File: src/rtl/ddr_pwrup_pkg.sv
package ddr_pwrup_pkg;

  // Pin pattern {cs_n, ras_n, cas_n, we_n}
  typedef enum logic [3:0] {
    CMD_MRS  = 4'b0000,
    CMD_REF  = 4'b0001,
    CMD_PALL = 4'b0010,
    CMD_NOP  = 4'b0111
  } cmd_e;

  typedef enum logic [4:0] {
    ST_IDLE,
    ST_STAB,
    ST_CKEUP,
    ST_PALL1,
    ST_W_RP1,
    ST_EMR,
    ST_W_MRD1,
    ST_MRDLL,
    ST_W_MRD2,
    ST_W_LOCK,
    ST_PALL2,
    ST_W_RP2,
    ST_REF,
    ST_W_RFC,
    ST_MRFIN,
    ST_W_MRD3,
    ST_DONE
  } step_e;

endpackage

File: src/rtl/ddr_pwrup_timer.sv
module ddr_pwrup_timer #(
  parameter int CW = 16
) (
  input  logic          clk,
  input  logic          rst,
  input  logic          load,
  input  logic [CW-1:0] value,
  output logic          zero
);
  logic [CW-1:0] cnt_q;

  // A loaded value N yields N cycles in the waiting state; 0 acts as 1.
  always_ff @(posedge clk) begin
    if (rst) begin
      cnt_q <= '0;
    end else if (load) begin
      cnt_q <= (value == '0) ? '0 : value - CW'(1);
    end else if (cnt_q != '0) begin
      cnt_q <= cnt_q - CW'(1);
    end
  end

  assign zero = (cnt_q == '0);

endmodule

File: src/rtl/ddr_pwrup_cmdenc.sv
module ddr_pwrup_cmdenc
  import ddr_pwrup_pkg::*;
#(
  parameter int AW          = 13,
  parameter int DLL_RST_BIT = 8,
  parameter int A10_BIT     = 10
) (
  input  step_e         step,
  input  logic [AW-1:0] ext_mode_word,
  input  logic [AW-1:0] mode_word,
  output cmd_e          cmd,
  output logic [1:0]    bank,
  output logic [AW-1:0] addr
);
  localparam logic [AW-1:0] DLL_MASK = AW'(1) << DLL_RST_BIT;
  localparam logic [AW-1:0] ALL_MASK = AW'(1) << A10_BIT;

  always_comb begin
    cmd  = CMD_NOP;
    bank = 2'b00;
    addr = '0;
    case (step)
      ST_PALL1, ST_PALL2: begin
        cmd  = CMD_PALL;
        addr = ALL_MASK;
      end
      ST_EMR: begin
        cmd  = CMD_MRS;
        bank = 2'b01;
        addr = ext_mode_word;
      end
      ST_MRDLL: begin
        cmd  = CMD_MRS;
        addr = mode_word | DLL_MASK;
      end
      ST_MRFIN: begin
        cmd  = CMD_MRS;
        addr = mode_word & ~DLL_MASK;
      end
      ST_REF: cmd = CMD_REF;
      default: ;
    endcase
  end

endmodule

File: src/rtl/ddr_pwrup_seq.sv
module ddr_pwrup_seq
  import ddr_pwrup_pkg::*;
#(
  parameter int CW          = 16,
  parameter int RW          = 4,
  parameter int AW          = 13,
  parameter int DLL_RST_BIT = 8
) (
  input  logic          clk,
  input  logic          rst,
  input  logic          start,
  input  logic [CW-1:0] stab_cycles,
  input  logic [CW-1:0] prech_gap,
  input  logic [CW-1:0] mode_gap,
  input  logic [CW-1:0] refresh_gap,
  input  logic [CW-1:0] lock_cycles,
  input  logic [RW-1:0] refresh_num,
  input  logic [AW-1:0] ext_mode_word,
  input  logic [AW-1:0] mode_word,
  output logic          cke,
  output logic          cs_n,
  output logic          ras_n,
  output logic          cas_n,
  output logic          we_n,
  output logic [1:0]    bank,
  output logic [AW-1:0] addr,
  output logic          done
);
  localparam int A10_BIT = 10;

  step_e         step_q, step_d;
  logic          t_zero, t_load;
  logic [CW-1:0] t_value;
  logic [RW-1:0] ref_cnt_q;
  logic [RW-1:0] ref_goal;
  cmd_e          enc_cmd;
  logic [1:0]    enc_bank;
  logic [AW-1:0] enc_addr;

  assign ref_goal = (refresh_num == '0) ? RW'(1) : refresh_num;

  function automatic logic is_wait(step_e s);
    return s inside {ST_STAB, ST_W_RP1, ST_W_MRD1, ST_W_MRD2, ST_W_LOCK,
                     ST_W_RP2, ST_W_RFC, ST_W_MRD3};
  endfunction

  always_comb begin
    step_d = step_q;
    case (step_q)
      ST_IDLE:   if (start) step_d = ST_STAB;
      ST_STAB:   if (t_zero) step_d = ST_CKEUP;
      ST_CKEUP:  step_d = ST_PALL1;
      ST_PALL1:  step_d = ST_W_RP1;
      ST_W_RP1:  if (t_zero) step_d = ST_EMR;
      ST_EMR:    step_d = ST_W_MRD1;
      ST_W_MRD1: if (t_zero) step_d = ST_MRDLL;
      ST_MRDLL:  step_d = ST_W_MRD2;
      ST_W_MRD2: if (t_zero) step_d = ST_W_LOCK;
      ST_W_LOCK: if (t_zero) step_d = ST_PALL2;
      ST_PALL2:  step_d = ST_W_RP2;
      ST_W_RP2:  if (t_zero) step_d = ST_REF;
      ST_REF:    step_d = ST_W_RFC;
      ST_W_RFC:  if (t_zero) step_d = (ref_cnt_q >= ref_goal) ? ST_MRFIN : ST_REF;
      ST_MRFIN:  step_d = ST_W_MRD3;
      ST_W_MRD3: if (t_zero) step_d = ST_DONE;
      ST_DONE:   step_d = ST_DONE;
      default:   step_d = ST_IDLE;
    endcase
  end

  always_comb begin
    case (step_d)
      ST_STAB:                        t_value = stab_cycles;
      ST_W_RP1, ST_W_RP2:             t_value = prech_gap;
      ST_W_LOCK:                      t_value = lock_cycles;
      ST_W_RFC:                       t_value = refresh_gap;
      default:                        t_value = mode_gap;
    endcase
  end

  assign t_load = (step_d != step_q) && is_wait(step_d);

  ddr_pwrup_timer #(.CW(CW)) u_timer (
    .clk   (clk),
    .rst   (rst),
    .load  (t_load),
    .value (t_value),
    .zero  (t_zero)
  );

  ddr_pwrup_cmdenc #(.AW(AW), .DLL_RST_BIT(DLL_RST_BIT), .A10_BIT(A10_BIT)) u_enc (
    .step          (step_d),
    .ext_mode_word (ext_mode_word),
    .mode_word     (mode_word),
    .cmd           (enc_cmd),
    .bank          (enc_bank),
    .addr          (enc_addr)
  );

  always_ff @(posedge clk) begin
    if (rst) begin
      step_q    <= ST_IDLE;
      ref_cnt_q <= '0;
    end else begin
      step_q <= step_d;
      if (step_q == ST_REF) ref_cnt_q <= ref_cnt_q + RW'(1);
    end
  end

  // Registered outputs, aligned with the state just entered
  always_ff @(posedge clk) begin
    if (rst) begin
      cke                        <= 1'b0;
      {cs_n, ras_n, cas_n, we_n} <= CMD_NOP;
      bank                       <= 2'b00;
      addr                       <= '0;
      done                       <= 1'b0;
    end else begin
      cke                        <= !(step_d inside {ST_IDLE, ST_STAB});
      {cs_n, ras_n, cas_n, we_n} <= enc_cmd;
      bank                       <= enc_bank;
      addr                       <= enc_addr;
      done                       <= (step_d == ST_DONE);
    end
  end

  logic [3:0] pins;
  assign pins = {cs_n, ras_n, cas_n, we_n};

  assert_cmd_needs_cke_R2: assert property (@(posedge clk) disable iff (rst)
    (pins != CMD_NOP) |-> (cke && $past(cke)));

  assert_cke_sticky_R2: assert property (@(posedge clk) disable iff (rst)
    cke |=> cke);

  assert_single_cycle_cmd_R6: assert property (@(posedge clk) disable iff (rst)
    (pins != CMD_NOP) |=> (pins == CMD_NOP));

  assert_pall_a10_R4: assert property (@(posedge clk) disable iff (rst)
    (pins == CMD_PALL) |-> addr[A10_BIT]);

  assert_mode_bank_R5: assert property (@(posedge clk) disable iff (rst)
    (pins == CMD_MRS) |-> (bank[1] == 1'b0));

  assert_done_sticky_R9: assert property (@(posedge clk) disable iff (rst)
    done |=> done);

  assert_quiet_after_done_R9: assert property (@(posedge clk) disable iff (rst)
    done |-> (pins == CMD_NOP && cke));

endmodule

File: config.mk
export PLATFORM = sky130hd
export DESIGN_NAME = ddr_pwrup_seq
export DESIGN_NICKNAME = d
export VERILOG_FILES = /design/src/rtl/ddr_pwrup_pkg.sv /design/src/rtl/ddr_pwrup_timer.sv /design/src/rtl/ddr_pwrup_cmdenc.sv /design/src/rtl/ddr_pwrup_seq.sv
export SDC_FILE = /design/constraint.sdc
export NUM_CORES = 1
export LEC_CHECK = 0
export ABC_CLOCK_PERIOD_IN_PS = 5200
export BUFFER_PORTS_ARGS = -buffer_cell sky130_fd_sc_hd__buf_4
export CORE_ASPECT_RATIO = 0.5
export CORE_UTILIZATION = 35
export CTS_CLUSTER_SIZE = 10
export DETAILED_ROUTE_END_ITERATION = 16
export REMOVE_ABC_BUFFERS = 1
export SLEW_MARGIN = 40
export SYNTH_ARGS = -nofsm -noshare
export SYNTH_HDL_FRONTEND = slang
export SYNTH_HIERARCHICAL = 1
export SYNTH_SLANG_ARGS = --single-unit
File: constraint.sdc
create_clock -name clk -period 5.2 [get_ports clk]
set_clock_uncertainty 0.05 [all_clocks]
set_input_delay 0.78 -clock clk [delete_from_list [all_inputs] [get_ports clk]]
set_output_delay 0.78 -clock clk [all_outputs]
set_load 0.02 [all_outputs]
==> results of run 1 <==
==> worst paths after layout <==
check	end
max reg2reg	u_timer/cnt_q[13]
max	u_timer/cnt_q[13]
min reg2reg	ref_cnt_q[3]
min	ref_cnt_q[3]
==> flip-flops by register name (all words and copies together) (netlist names) <==
name	count
addr	13
bank	2
cas_n	1
cke	1
cs_n	1
done	1
ras_n	1
ref_cnt_q	4
step_q	5
u_timer/cnt_q	16
we_n	1
==> per-stage QoR <==
stage	hold slack (ns)	total power, mW
after floorplan	0.435	1.13
after global placement	0.461	1.42
after detailed placement	0.473	1.43
after CTS	0.488	1.79
after global routing	0.537	1.91
final	0.479	1.78
==> worst reg2reg max path: cells and delay by family (launching register included) <==
| kind | cells | cell delay (ns) |
|---|---|---|
| AOI/OAI and AO/OA | 4 | 0.71 |
| xor gates and xnor gates | 1 | 0.17 |
| buffers and inverters | 2 | 0.51 |
| DFF | 1 | 0.35 |
| and+or+nand+nor | 8 | 2.80 |
==> per-layer routing <==
metal,vias up,part of all wire [%]
met3,8,3.1
met4,0,0.76
met2,52,48
met5,-,0
met1,1592,48
li1,1747,-
==> layout make-up <==
type	count	area [µm²]
Tap cell	117	146
Clock buffer	7	133
Multi-Input combinational cell	318	2230
Timing Repair Buffer	147	1100
Fill cell	868	4360
Sequential cell	46	921
Inverter	16	60.1
Clock inverter	1	30.0
==> cell usage in the layout (no fill, tap or decap), drive strengths merged, types with 3 or more instances in the layout <==
cell type	instances
a21oi	32
nor4	6
or4	6
nand3	5
nand2b	6
or3	3
o22a	5
xnor2	18
clkbuf	7
buf	147
a22oi	16
nor3b	5
nand2	33
nor2	34
o21ai	13
a22o	12
o211ai	3
or2	3
a221o	16
nor2b	21
ha	8
and3	3
dfxtp	46
o22ai	5
o31ai	4
inv	16
xor2	10
nor3	9
nand4	4
a211oi	3
nand4b	3
==> power by group <==
part	total [mW]	internal (mW)	switching, mW
Sequential	0.469	0.408	0.0604
Clock	0.360	0.227	0.132
Combinational	0.953	0.451	0.501
==> logic make-up (layout without fill, tap and decap cells) <==
logic type,Yosys count,after routing,synth area share (%)
AND/OR/NAND/NOR,149,149,25.5
buffers and inverters,43,171,6.25
multiplexers,3,3,0.936
adder cells (fa/ha/maj),8,8,2.99
AO/OA/AOI/OAI,128,128,29.3
flip-flops,46,46,27.5
XOR/XNOR,28,28,7.34
other,1,2,0.112
==> metrics.log, run 1 <==
INFO  metric reg2reg_depth = 15
INFO  metric worstSkewPairLatency = 0.29 ns
INFO  metric vias = 3,399
INFO  metric run_status = finished, final reports clean
INFO  metric post-cts-setup-buffers = 0
INFO  metric min-delay-start = ref_cnt_q[3]
INFO  metric drive_gt1_share = 34.8%
INFO  metric path_common_cell = sky130_fd_sc_hd__or4_1
INFO  metric cp_num_buf_inv = 2
INFO  metric reg2reg_from = u_timer/cnt_q[4]
INFO  metric layout.cells.non_filler = 652
INFO  metric fmax = 212 MHz
INFO  metric cp_data_arrival_time = 4.83 ns
INFO  metric synthTopCellsByArea = sky130_fd_sc_hd__dfxtp_1 (28%), sky130_fd_sc_hd__a21oi_1 (4.8%), sky130_fd_sc_hd__a221o_1 (4.8%)
INFO  metric synth_top_area_share = 27.5%
INFO  metric post-dp-hpwl = 7.47 mm
INFO  metric worst_setup_slack_for_register_to_register_paths = 0.48 ns
INFO  metric rsz0062_at_grt = false
INFO  metric cts_repair_resize_count = 0
INFO  metric worst_setup_path_start_kind = register
INFO  metric post_place_setup_slack = 0.551 ns
INFO  metric core.rowCount = 24
INFO  metric syn-mean-instance-area = 8.23 µm²
INFO  metric postSynthCellCount = 406
INFO  metric yosysSeqAreaShare = 27.5%
INFO  metric synthesis.area = 0.00334 mm²
INFO  metric pin_count_of_the_biggest_net_entering_global_routing = 34
INFO  metric cp_cell_sequence = nor3_1 > nand4_1 > inv_1 > nor2b_1 > or4_1 > and3b_1 > a22oi_1 > a21oi_1 > a221o_1 > or4_1 > buf_4 > nor4_4 > nor3b_1 > xnor2_1 > o22ai_1
INFO  metric ys_types = 70
INFO  metric ios = 134
INFO  metric post_layout_net_count = 655
INFO  metric report.final.setup_viol = 0
INFO  metric synth_flop_cell = sky130_fd_sc_hd__dfxtp_1
INFO  metric max-cap-violations = 0
INFO  metric worst_pin_slew = 0.714 ns
INFO  metric worstHoldPathCells = 2
INFO  metric floorplan.die.height = 71.1 µm
INFO  metric synth_top_cells_by_count = sky130_fd_sc_hd__dfxtp_1 (46), sky130_fd_sc_hd__nand2_1 (33), sky130_fd_sc_hd__nor2_1 (33)
INFO  metric cp_top_family = simple AND/OR/NAND/NOR gates
INFO  metric required = 5.31 ns
INFO  metric wl_final = 9.44 mm
INFO  metric post_placement_cell_area = 0.00445 mm²
INFO  metric area.growth.synth_to_final = 38.2%
INFO  metric globalplace.congestion = 0.859
INFO  metric fin_setup_tns = 0 ns
INFO  metric port-buffer-count = 132
INFO  metric crit_slowest_cell = sky130_fd_sc_hd__or4_1
INFO  metric drt_first_pass_iters = 4
INFO  metric cp.depth = 15
INFO  metric final_area = 0.00462 mm²
INFO  metric postSynthRegisterBits = 46
INFO  metric die-area = 0.00997 mm²
INFO  metric worst_slack = 0.483 ns
INFO  metric cts.root.buffer_cell = sky130_fd_sc_hd__clkbuf_16
INFO  metric crit_path_end_kind = register
INFO  metric wire_length_of_the_first_global_routing_pass = 15.3 mm
INFO  metric period_minus_slack = 4.72 ns
INFO  metric fin_util = 51.5%
INFO  metric overflow = 0
INFO  metric drt-wirelength-per-cell = 14.5 µm
INFO  metric synth_enable_flop_cells = 0
INFO  metric gr_util_met3 = 3.59%
INFO  metric first_global_vias = 3,187
INFO  metric post-route-period-util = 90.7%
INFO  metric cts.sinks = 46
INFO  metric antennaDiodeCount = 0
INFO  metric cts_tree = built
INFO  metric cts.path.max_buffers = 2
INFO  metric report.final.slew_viol_count = 0
INFO  metric power.ir.vdd_worst = 0.000160 V
INFO  metric slew_headroom = 52.2%
INFO  metric antenna_left = 0
INFO  metric track_usage = 18.9%
INFO  metric worst_hold_path_type = reg -> reg
INFO  metric power_density = 385 mW/mm²
INFO  metric core_area = 0.00898 mm²
INFO  metric cts_inserted_buffers = 5
INFO  metric clk_pin_slew = 0.06 ns
INFO  metric criticalPathCategory = reg -> reg
INFO  metric grt_busiest_layer = met2
INFO  metric die_x = 140 µm
INFO  metric place_inst = 644
INFO  metric drt_iter0_drc = 147
INFO  metric grt.met1_usage = 24.6%
INFO  metric post_synth_arst_share = 0%
INFO  metric critical_path_origin = u_timer/cnt_q[4]
INFO  metric power.leakage = 1.94 nW
INFO  metric most_numerous_cell_in_the_yosys_netlist = sky130_fd_sc_hd__dfxtp_1
INFO  metric finalHoldViolCount = 0
INFO  metric slowest_delay = 0.63 ns
INFO  metric synthesis.yosys.warnings = 6
INFO  metric remaining_drc_errors = 0
INFO  metric ctsHtreeMaxLevel = 2
INFO  metric initial_antenna_violation_count = 0
INFO  metric yosysTopAreaCell = sky130_fd_sc_hd__dfxtp_1
INFO  metric cts_hold_buf = 0
INFO  metric start_util = 37.2%
INFO  metric grt_util_met2 = 32.7%
INFO  metric post_drt_via_cell_ratio = 5.21
INFO  metric worstPathMaxFanout = 13
Note: power is estimated with default switching activity, not from simulation.
==> run 2, diff against run 1 <==
--- a/config.mk
+++ b/config.mk
@@ -11,6 +11,7 @@
 export CORE_UTILIZATION = 35
 export CTS_CLUSTER_SIZE = 10
 export DETAILED_ROUTE_END_ITERATION = 16
+export GPL_TIMING_DRIVEN = 0
 export REMOVE_ABC_BUFFERS = 1
 export SLEW_MARGIN = 40
 export SYNTH_ARGS = -nofsm -noshare
==> run 2 against run 1 <==
  * Clock power shrank 14%
  * Cell count shrank 2.1%
  * Count of clock-buffer cells in the layout shrank 1
  * Register-to-register slack lost 0.18 ns
  * Combinational power shrank 1%
  * Total power shrank 3.2%
  * Sequential share of layout area grew 0.28 points
  * Worst hold slack lost 0.0070 ns
  * Largest power group unchanged
  * Critical path depth grew 2
==> metrics.log, run 2 (synthesis gave the netlist of run 1 again) <==
INFO  metric run_status = finished, final reports clean (unchanged)
INFO  metric worst_hold_path_type = reg -> reg (unchanged)
INFO  metric report.final.setup_viol = 0 (unchanged)
INFO  metric drt-wirelength-per-cell = 15.0 µm (was 14.5 µm)
INFO  metric slew_headroom = 49.8% (was 52.2%)
INFO  metric layout.cells.most_common_list = sky130_fd_sc_hd__buf_4 (134), sky130_fd_sc_hd__dfxtp_1 (46), sky130_fd_sc_hd__nand2_1 (33), sky130_fd_sc_hd__nor2_1 (33), sky130_fd_sc_hd__a21oi_1 (30) (was sky130_fd_sc_hd__buf_4 (147), sky130_fd_sc_hd__dfxtp_1 (46), sky130_fd_sc_hd__nand2_1 (33), sky130_fd_sc_hd__nor2_1 (33), sky130_fd_sc_hd__a21oi_1 (31))
INFO  metric ctsHtreeMaxLevel = 2 (unchanged)
INFO  metric drive_gt1_share = 34.9% (was 34.8%)
INFO  metric cts.root.buffer_cell = sky130_fd_sc_hd__clkbuf_16 (unchanged)
INFO  metric cp_data_arrival_time = 4.99 ns (was 4.83 ns)
INFO  metric pin_count_of_the_biggest_net_entering_global_routing = 34 (unchanged)
INFO  metric track_usage = 18.8% (was 18.9%)
INFO  metric period_minus_slack = 4.89 ns (was 4.72 ns)
INFO  metric cts.path.max_buffers = 2 (unchanged)
INFO  metric report.final.slew_viol_count = 0 (unchanged)
INFO  metric antennaDiodeCount = 0 (unchanged)
INFO  metric power.ir.vdd_worst = 0.000172 V (was 0.000160 V)
INFO  metric post-route-period-util = 94.1% (was 90.7%)
INFO  metric remaining_drc_errors = 0 (unchanged)
INFO  metric start_util = 37.2% (unchanged)
INFO  metric ios = 134 (unchanged)
INFO  metric overflow = 0 (unchanged)
INFO  metric port-buffer-count = 132 (unchanged)
INFO  metric post_layout_net_count = 642 (was 655)
INFO  metric drt_first_pass_iters = 4 (unchanged)
INFO  metric die-area = 0.00997 mm² (unchanged)
INFO  metric worst_setup_path_start_kind = register (unchanged)
INFO  metric regMostFlops = u_timer/cnt_q (unchanged)
INFO  metric clk_pin_slew = 0.06 ns (about the same)
INFO  metric reg_top3 = u_timer/cnt_q: 16 flops, addr: 13 flops, step_q: 5 flops (unchanged)
INFO  metric largest_register_ff_count = 16 (unchanged)
INFO  metric final_common_cell = sky130_fd_sc_hd__buf_4 (unchanged)
INFO  metric cts.sinks = 46 (unchanged)
INFO  metric criticalPathCategory = reg -> reg (unchanged)
INFO  metric drt_iter0_drc = 180 (was 147)
INFO  metric post_placement_cell_area = 0.00437 mm² (was 0.00445 mm²)
INFO  metric max-cap-violations = 0 (unchanged)
INFO  metric area.growth.synth_to_final = 36.3% (was 38.2%)
INFO  metric core_area = 0.00898 mm² (unchanged)
INFO  metric die_x = 140 µm (unchanged)
INFO  metric worst_pin_slew = 0.752 ns (was 0.714 ns)
INFO  metric crit_path_end_kind = register (unchanged)
INFO  metric fin_util = 50.8% (was 51.5%)
INFO  metric initial_antenna_violation_count = 0 (unchanged)
INFO  metric rsz0062_at_grt = false (unchanged)
INFO  metric worstSkewPairLatency = 0.29 ns (about the same)
INFO  metric floorplan.die.height = 71.1 µm (unchanged)
INFO  metric fin_setup_tns = 0 ns (unchanged)
INFO  metric wire_length_of_the_first_global_routing_pass = 15.3 mm (about the same)
INFO  metric filler_cell_count = 892 (was 868)
INFO  metric final_area = 0.00456 mm² (was 0.00462 mm²)
INFO  metric post-dp-hpwl = 7.46 mm (was 7.47 mm)
INFO  metric antenna_left = 0 (unchanged)
INFO  metric cts_inserted_buffers = 5 (unchanged)
INFO  metric fmax = 204 MHz (was 212 MHz)
INFO  metric vias = 3,422 (was 3,399)
INFO  metric worstPathMaxFanout = 17 (was 13)
INFO  metric first_global_vias = 3,167 (was 3,187)
INFO  metric power_density = 378 mW/mm² (was 385 mW/mm²)
INFO  metric globalplace.congestion = 0.859 (about the same)
INFO  metric cts_tree = built (unchanged)
INFO  metric post_drt_via_cell_ratio = 5.36 (was 5.21)
INFO  metric finalHoldViolCount = 0 (unchanged)
INFO  metric wl_final = 9.58 mm (was 9.44 mm)
INFO  metric core.rowCount = 24 (unchanged)
INFO  metric power.leakage = 1.87 nW (was 1.94 nW)
INFO  metric required = 5.29 ns (was 5.31 ns)
==> run 2: final cells by class <==
class                   instances  area [µm²]  share of cell area, %
well taps                     117         146                   3.21
clock buffers                   6         129                   2.83
repair buffers                134        1010                   22.1
multi-input cells             318        2280                   50.1
flip-flops and latches         46         921                   20.2
clock inverters                 1        7.51                  0.165
inverters                      16        63.8                   1.40
==> run 2: timing repair <==
item / CTS / global route
gates resized for setup: 2 / 6
endpoints found under the setup margin: 15 / 14
hold buffers: 0 / 0
pin swaps: 1 / 1
setup buffers: 1 / 0
==> run 2: report_power, final <==
group	switching [mW]	internal [mW]	total, mW
Combinational	0.515	0.427	0.941
Clock	0.134	0.176	0.310
Sequential	0.0641	0.408	0.472
==> run 2: path summary, 6_finish.rpt <==
check	start	endpoint	slack, ns	cells past startpoint
max reg2reg	u_timer/cnt_q[0]	u_timer/cnt_q[7]	0.31	17
min reg2reg	ref_cnt_q[3]	ref_cnt_q[3]	0.47	2
max	u_timer/cnt_q[0]	u_timer/cnt_q[7]	0.31	17
min	ref_cnt_q[3]	ref_cnt_q[3]	0.47	2
==> run 2: critical path, stage by stage (launching register included) <==
cell and delay [ns]:
sky130_fd_sc_hd__dfxtp_1 0.35, sky130_fd_sc_hd__inv_1 0.09, sky130_fd_sc_hd__ha_1 0.22, sky130_fd_sc_hd__nor4b_1 0.15
sky130_fd_sc_hd__nand4_1 0.11, sky130_fd_sc_hd__buf_4 0.18, sky130_fd_sc_hd__clkinvlp_4 0.22, sky130_fd_sc_hd__a221oi_2 0.32
sky130_fd_sc_hd__o221ai_1 0.24, sky130_fd_sc_hd__inv_1 0.21, sky130_fd_sc_hd__nand3_4 0.22, sky130_fd_sc_hd__o21a_4 0.37
sky130_fd_sc_hd__a221o_1 0.36, sky130_fd_sc_hd__or4_4 0.63, sky130_fd_sc_hd__or4_4 0.55, sky130_fd_sc_hd__o21ai_4 0.24
sky130_fd_sc_hd__o22a_1 0.18, sky130_fd_sc_hd__nor2_1 0.04
==> run 2: per-stage QoR <==
step	setup slack [ns]	hold WS, ns	power (mW)	instances
2_1_floorplan	0.584	0.435	1.13	380
6_report	0.307	0.472	1.72	638
4_1_cts	0.0919	0.484	1.71	638
5_1_grt	0.0705	0.525	1.85	638
3_5_place_dp	-0.433	0.462	1.39	630
3_3_place_gp	-0.992	0.459	1.37	629
==> run 2: routing by layer <==
| layer | part of all wire [%] | routed length, µm | GRT usage (%) | up-vias |
|---|---|---|---|---|
| met5 | 0 | 0 | 0 | - |
| met4 | 0.77 | 74 | 3.17 | 0 |
| met3 | 3.3 | 317 | 3.39 | 9 |
| met2 | 49 | 4660 | 32.2 | 79 |
| met1 | 47 | 4520 | 25.2 | 1609 |
| li1 | - | - | - | 1725 |
==> run 3, diff against run 2 <==
--- a/config.mk
+++ b/config.mk
@@ -12,6 +12,7 @@
 export CTS_CLUSTER_SIZE = 10
 export DETAILED_ROUTE_END_ITERATION = 16
 export GPL_TIMING_DRIVEN = 0
+export MAX_ROUTING_LAYER = met4
 export REMOVE_ABC_BUFFERS = 1
 export SLEW_MARGIN = 40
 export SYNTH_ARGS = -nofsm -noshare
==> run 3 against run 2 <==
  * Count of clock-buffer cells in the layout unchanged
  * Routed wire length about the same
  * First-iteration DRC count down 1.1%
  * Die area unchanged
  * Fmax up 0.53%
  * Non-clock buffer count unchanged
  * Core utilization unchanged
  * Sequential cell count unchanged
  * Critical path depth down 1
  * Via count about the same
  * Critical path type unchanged
  * Critical endpoint is now u_timer/cnt_q[9]
==> metrics.log, run 3 (synthesis gave the netlist of run 1 again) <==
INFO  metric cts.path.max_buffers = 2 (unchanged)
INFO  metric crit_path_end_kind = register (unchanged)
INFO  metric track_usage = 19.4% (was 18.8%)
INFO  metric globalplace.congestion = 0.873 (was 0.859)
INFO  metric port-buffer-count = 132 (unchanged)
INFO  metric post_placement_cell_area = 0.00437 mm² (unchanged)
INFO  metric cts_tree = built (unchanged)
INFO  metric report.final.slew_viol_count = 0 (unchanged)
INFO  metric worstSkewPairLatency = 0.29 ns (about the same)
INFO  metric post_drt_via_cell_ratio = 5.37 (was 5.36)
INFO  metric first_global_vias = 3,165 (was 3,167)
INFO  metric worst_pin_slew = 0.752 ns (about the same)
INFO  metric layout.cells.non_filler = 638 (unchanged)
INFO  metric regMostFlops = u_timer/cnt_q (unchanged)
INFO  metric power.ir.vdd_worst = 0.000173 V (was 0.000172 V)
INFO  metric ios = 134 (unchanged)
INFO  metric cp_top_family = compound AO/OA/AOI/OAI gates (unchanged)
INFO  metric drt_first_pass_iters = 4 (unchanged)
INFO  metric fmax = 205 MHz (was 204 MHz)
INFO  metric cp_num_buf_inv = 4 (unchanged)
INFO  metric wire_length_of_the_first_global_routing_pass = 15.3 mm (about the same)
INFO  metric initial_antenna_violation_count = 0 (unchanged)
INFO  metric gr_util_met3 = 3.39% (unchanged)
INFO  metric ctsHtreeMaxLevel = 2 (unchanged)
INFO  metric overflow = 0 (unchanged)
INFO  metric drt-wirelength-per-cell = 15.0 µm (about the same)
INFO  metric antennaDiodeCount = 0 (unchanged)
INFO  metric power_density = 378 mW/mm² (about the same)
INFO  metric place_inst = 630 (unchanged)
INFO  metric layout.cells.most_common_list = sky130_fd_sc_hd__buf_4 (134), sky130_fd_sc_hd__dfxtp_1 (46), sky130_fd_sc_hd__nand2_1 (33), sky130_fd_sc_hd__nor2_1 (33), sky130_fd_sc_hd__a21oi_1 (30) (unchanged)
INFO  metric drt_iter0_drc = 178 (was 180)
INFO  metric reg_top3 = u_timer/cnt_q: 16 flops, addr: 13 flops, step_q: 5 flops (unchanged)
INFO  metric remaining_drc_errors = 0 (unchanged)
INFO  metric finalHoldViolCount = 0 (unchanged)
INFO  metric largest_register_ff_count = 16 (unchanged)
INFO  metric report.final.setup_viol = 0 (unchanged)
INFO  metric post_layout_net_count = 642 (unchanged)
INFO  metric die_x = 140 µm (unchanged)
INFO  metric cts_inserted_buffers = 5 (unchanged)
INFO  metric core.rowCount = 24 (unchanged)
INFO  metric worst_hold_path_type = reg -> reg (unchanged)
INFO  metric grt.met1_usage = 25.2% (unchanged)
INFO  metric post-dp-hpwl = 7.46 mm (unchanged)
INFO  metric required = 5.30 ns (was 5.29 ns)
INFO  metric cts.sinks = 46 (unchanged)
INFO  metric criticalPathCategory = reg -> reg (unchanged)
INFO  metric rsz0062_at_grt = false (unchanged)
INFO  metric final_area = 0.00456 mm² (unchanged)
INFO  metric max-cap-violations = 0 (unchanged)
INFO  metric final_common_cell = sky130_fd_sc_hd__buf_4 (unchanged)
INFO  metric slowest_delay = 0.63 ns (about the same)
INFO  metric cts.root.buffer_cell = sky130_fd_sc_hd__clkbuf_16 (unchanged)
INFO  metric worst_setup_path_start_kind = register (unchanged)
INFO  metric pin_count_of_the_biggest_net_entering_global_routing = 34 (unchanged)
INFO  metric antenna_left = 0 (unchanged)
INFO  metric clk_pin_slew = 0.06 ns (about the same)
INFO  metric slew_headroom = 49.9% (was 49.8%)
INFO  metric grt_busiest_layer = met2 (unchanged)
INFO  metric run_status = finished, final reports clean (unchanged)
INFO  metric crit_slowest_cell = sky130_fd_sc_hd__or4_4 (unchanged)
INFO  metric cp_cell_sequence = inv_1 > ha_1 > nor4b_1 > nand4_1 > buf_4 > clkinvlp_4 > a221oi_2 > o221ai_1 > inv_1 > nand3_4 > o21a_4 > a221o_1 > or4_4 > or4_4 > o21ai_2 > o22ai_1 (was inv_1 > ha_1 > nor4b_1 > nand4_1 > buf_4 > clkinvlp_4 > a221oi_2 > o221ai_1 > inv_1 > nand3_4 > o21a_4 > a221o_1 > or4_4 > or4_4 > o21ai_4 > o22a_1 > nor2_1)
INFO  metric grt_util_met2 = 32.2% (unchanged)
INFO  metric wl_final = 9.57 mm (was 9.58 mm)
INFO  metric drive_gt1_share = 34.9% (unchanged)
INFO  metric start_util = 37.2% (unchanged)
INFO  metric worstPathMaxFanout = 17 (unchanged)
INFO  metric period_minus_slack = 4.87 ns (was 4.89 ns)
INFO  metric die-area = 0.00997 mm² (unchanged)
INFO  metric core_area = 0.00898 mm² (unchanged)
INFO  metric cp_data_arrival_time = 4.97 ns (was 4.99 ns)
INFO  metric post-route-period-util = 93.6% (was 94.1%)
INFO  metric vias = 3,423 (was 3,422)
INFO  metric power.leakage = 1.87 nW (unchanged)
INFO  metric area.growth.synth_to_final = 36.3% (unchanged)
INFO  metric floorplan.die.height = 71.1 µm (unchanged)
run 3: area by class of cell:
cell class / instances / area [µm²]
multi-input cells: 318 / 2280
inverters: 16 / 63.8
flip-flops and latches: 46 / 921
well taps: 117 / 146
repair buffers: 134 / 1010
clock buffers: 6 / 129
clock inverters: 1 / 7.51
fillers: 892 / 4420
run 3: what timing repair did:
| item | CTS | global route |
|---|---|---|
| setup buffers | 1 | 0 |
| hold buffers | 0 | 0 |
| resized for setup | 2 | 6 |
| pin swaps | 1 | 1 |
| setup endpoints to repair | 15 | 14 |
| cloned | 0 | 0 |
run 3: worst paths after layout:
check / start / to / slack, ns / cells past startpoint
min reg2reg: ref_cnt_q[3] / ref_cnt_q[3] / 0.47 / 2
min: ref_cnt_q[3] / ref_cnt_q[3] / 0.47 / 2
max reg2reg: u_timer/cnt_q[0] / u_timer/cnt_q[9] / 0.33 / 16
max: u_timer/cnt_q[0] / u_timer/cnt_q[9] / 0.33 / 16
run 3: tightest hold or removal path: stages, from the launching register on:
cell                      delay, ns
sky130_fd_sc_hd__dfxtp_1       0.35
sky130_fd_sc_hd__xor2_1        0.07
sky130_fd_sc_hd__nor2_1        0.07
run 3: report_power, final:
group          internal (mW)  switching (mW)
sequential             0.408          0.0638
clock                  0.176           0.135
combinational          0.426           0.514
run 3: stage by stage:
step	setup TNS (ns)	utilization, %	setup WS (ns)	total power, mW	hold WS (ns)
after floorplan	0	-	0.584	1.13	0.435
after global placement	-10.19	48.3	-0.992	1.37	0.459
after CTS	0	50.4	0.0919	1.71	0.484
final	0	50.8	0.333	1.72	0.472
after global routing	0	50.8	0.0705	1.85	0.525
after detailed placement	-5.45	48.7	-0.433	1.39	0.462
run 3: layer usage:
metal	part of all wire (%)	wire, µm
met1	47	4510
met2	49	4680
met3	3.2	306
met4	0.77	74
met5	0	0
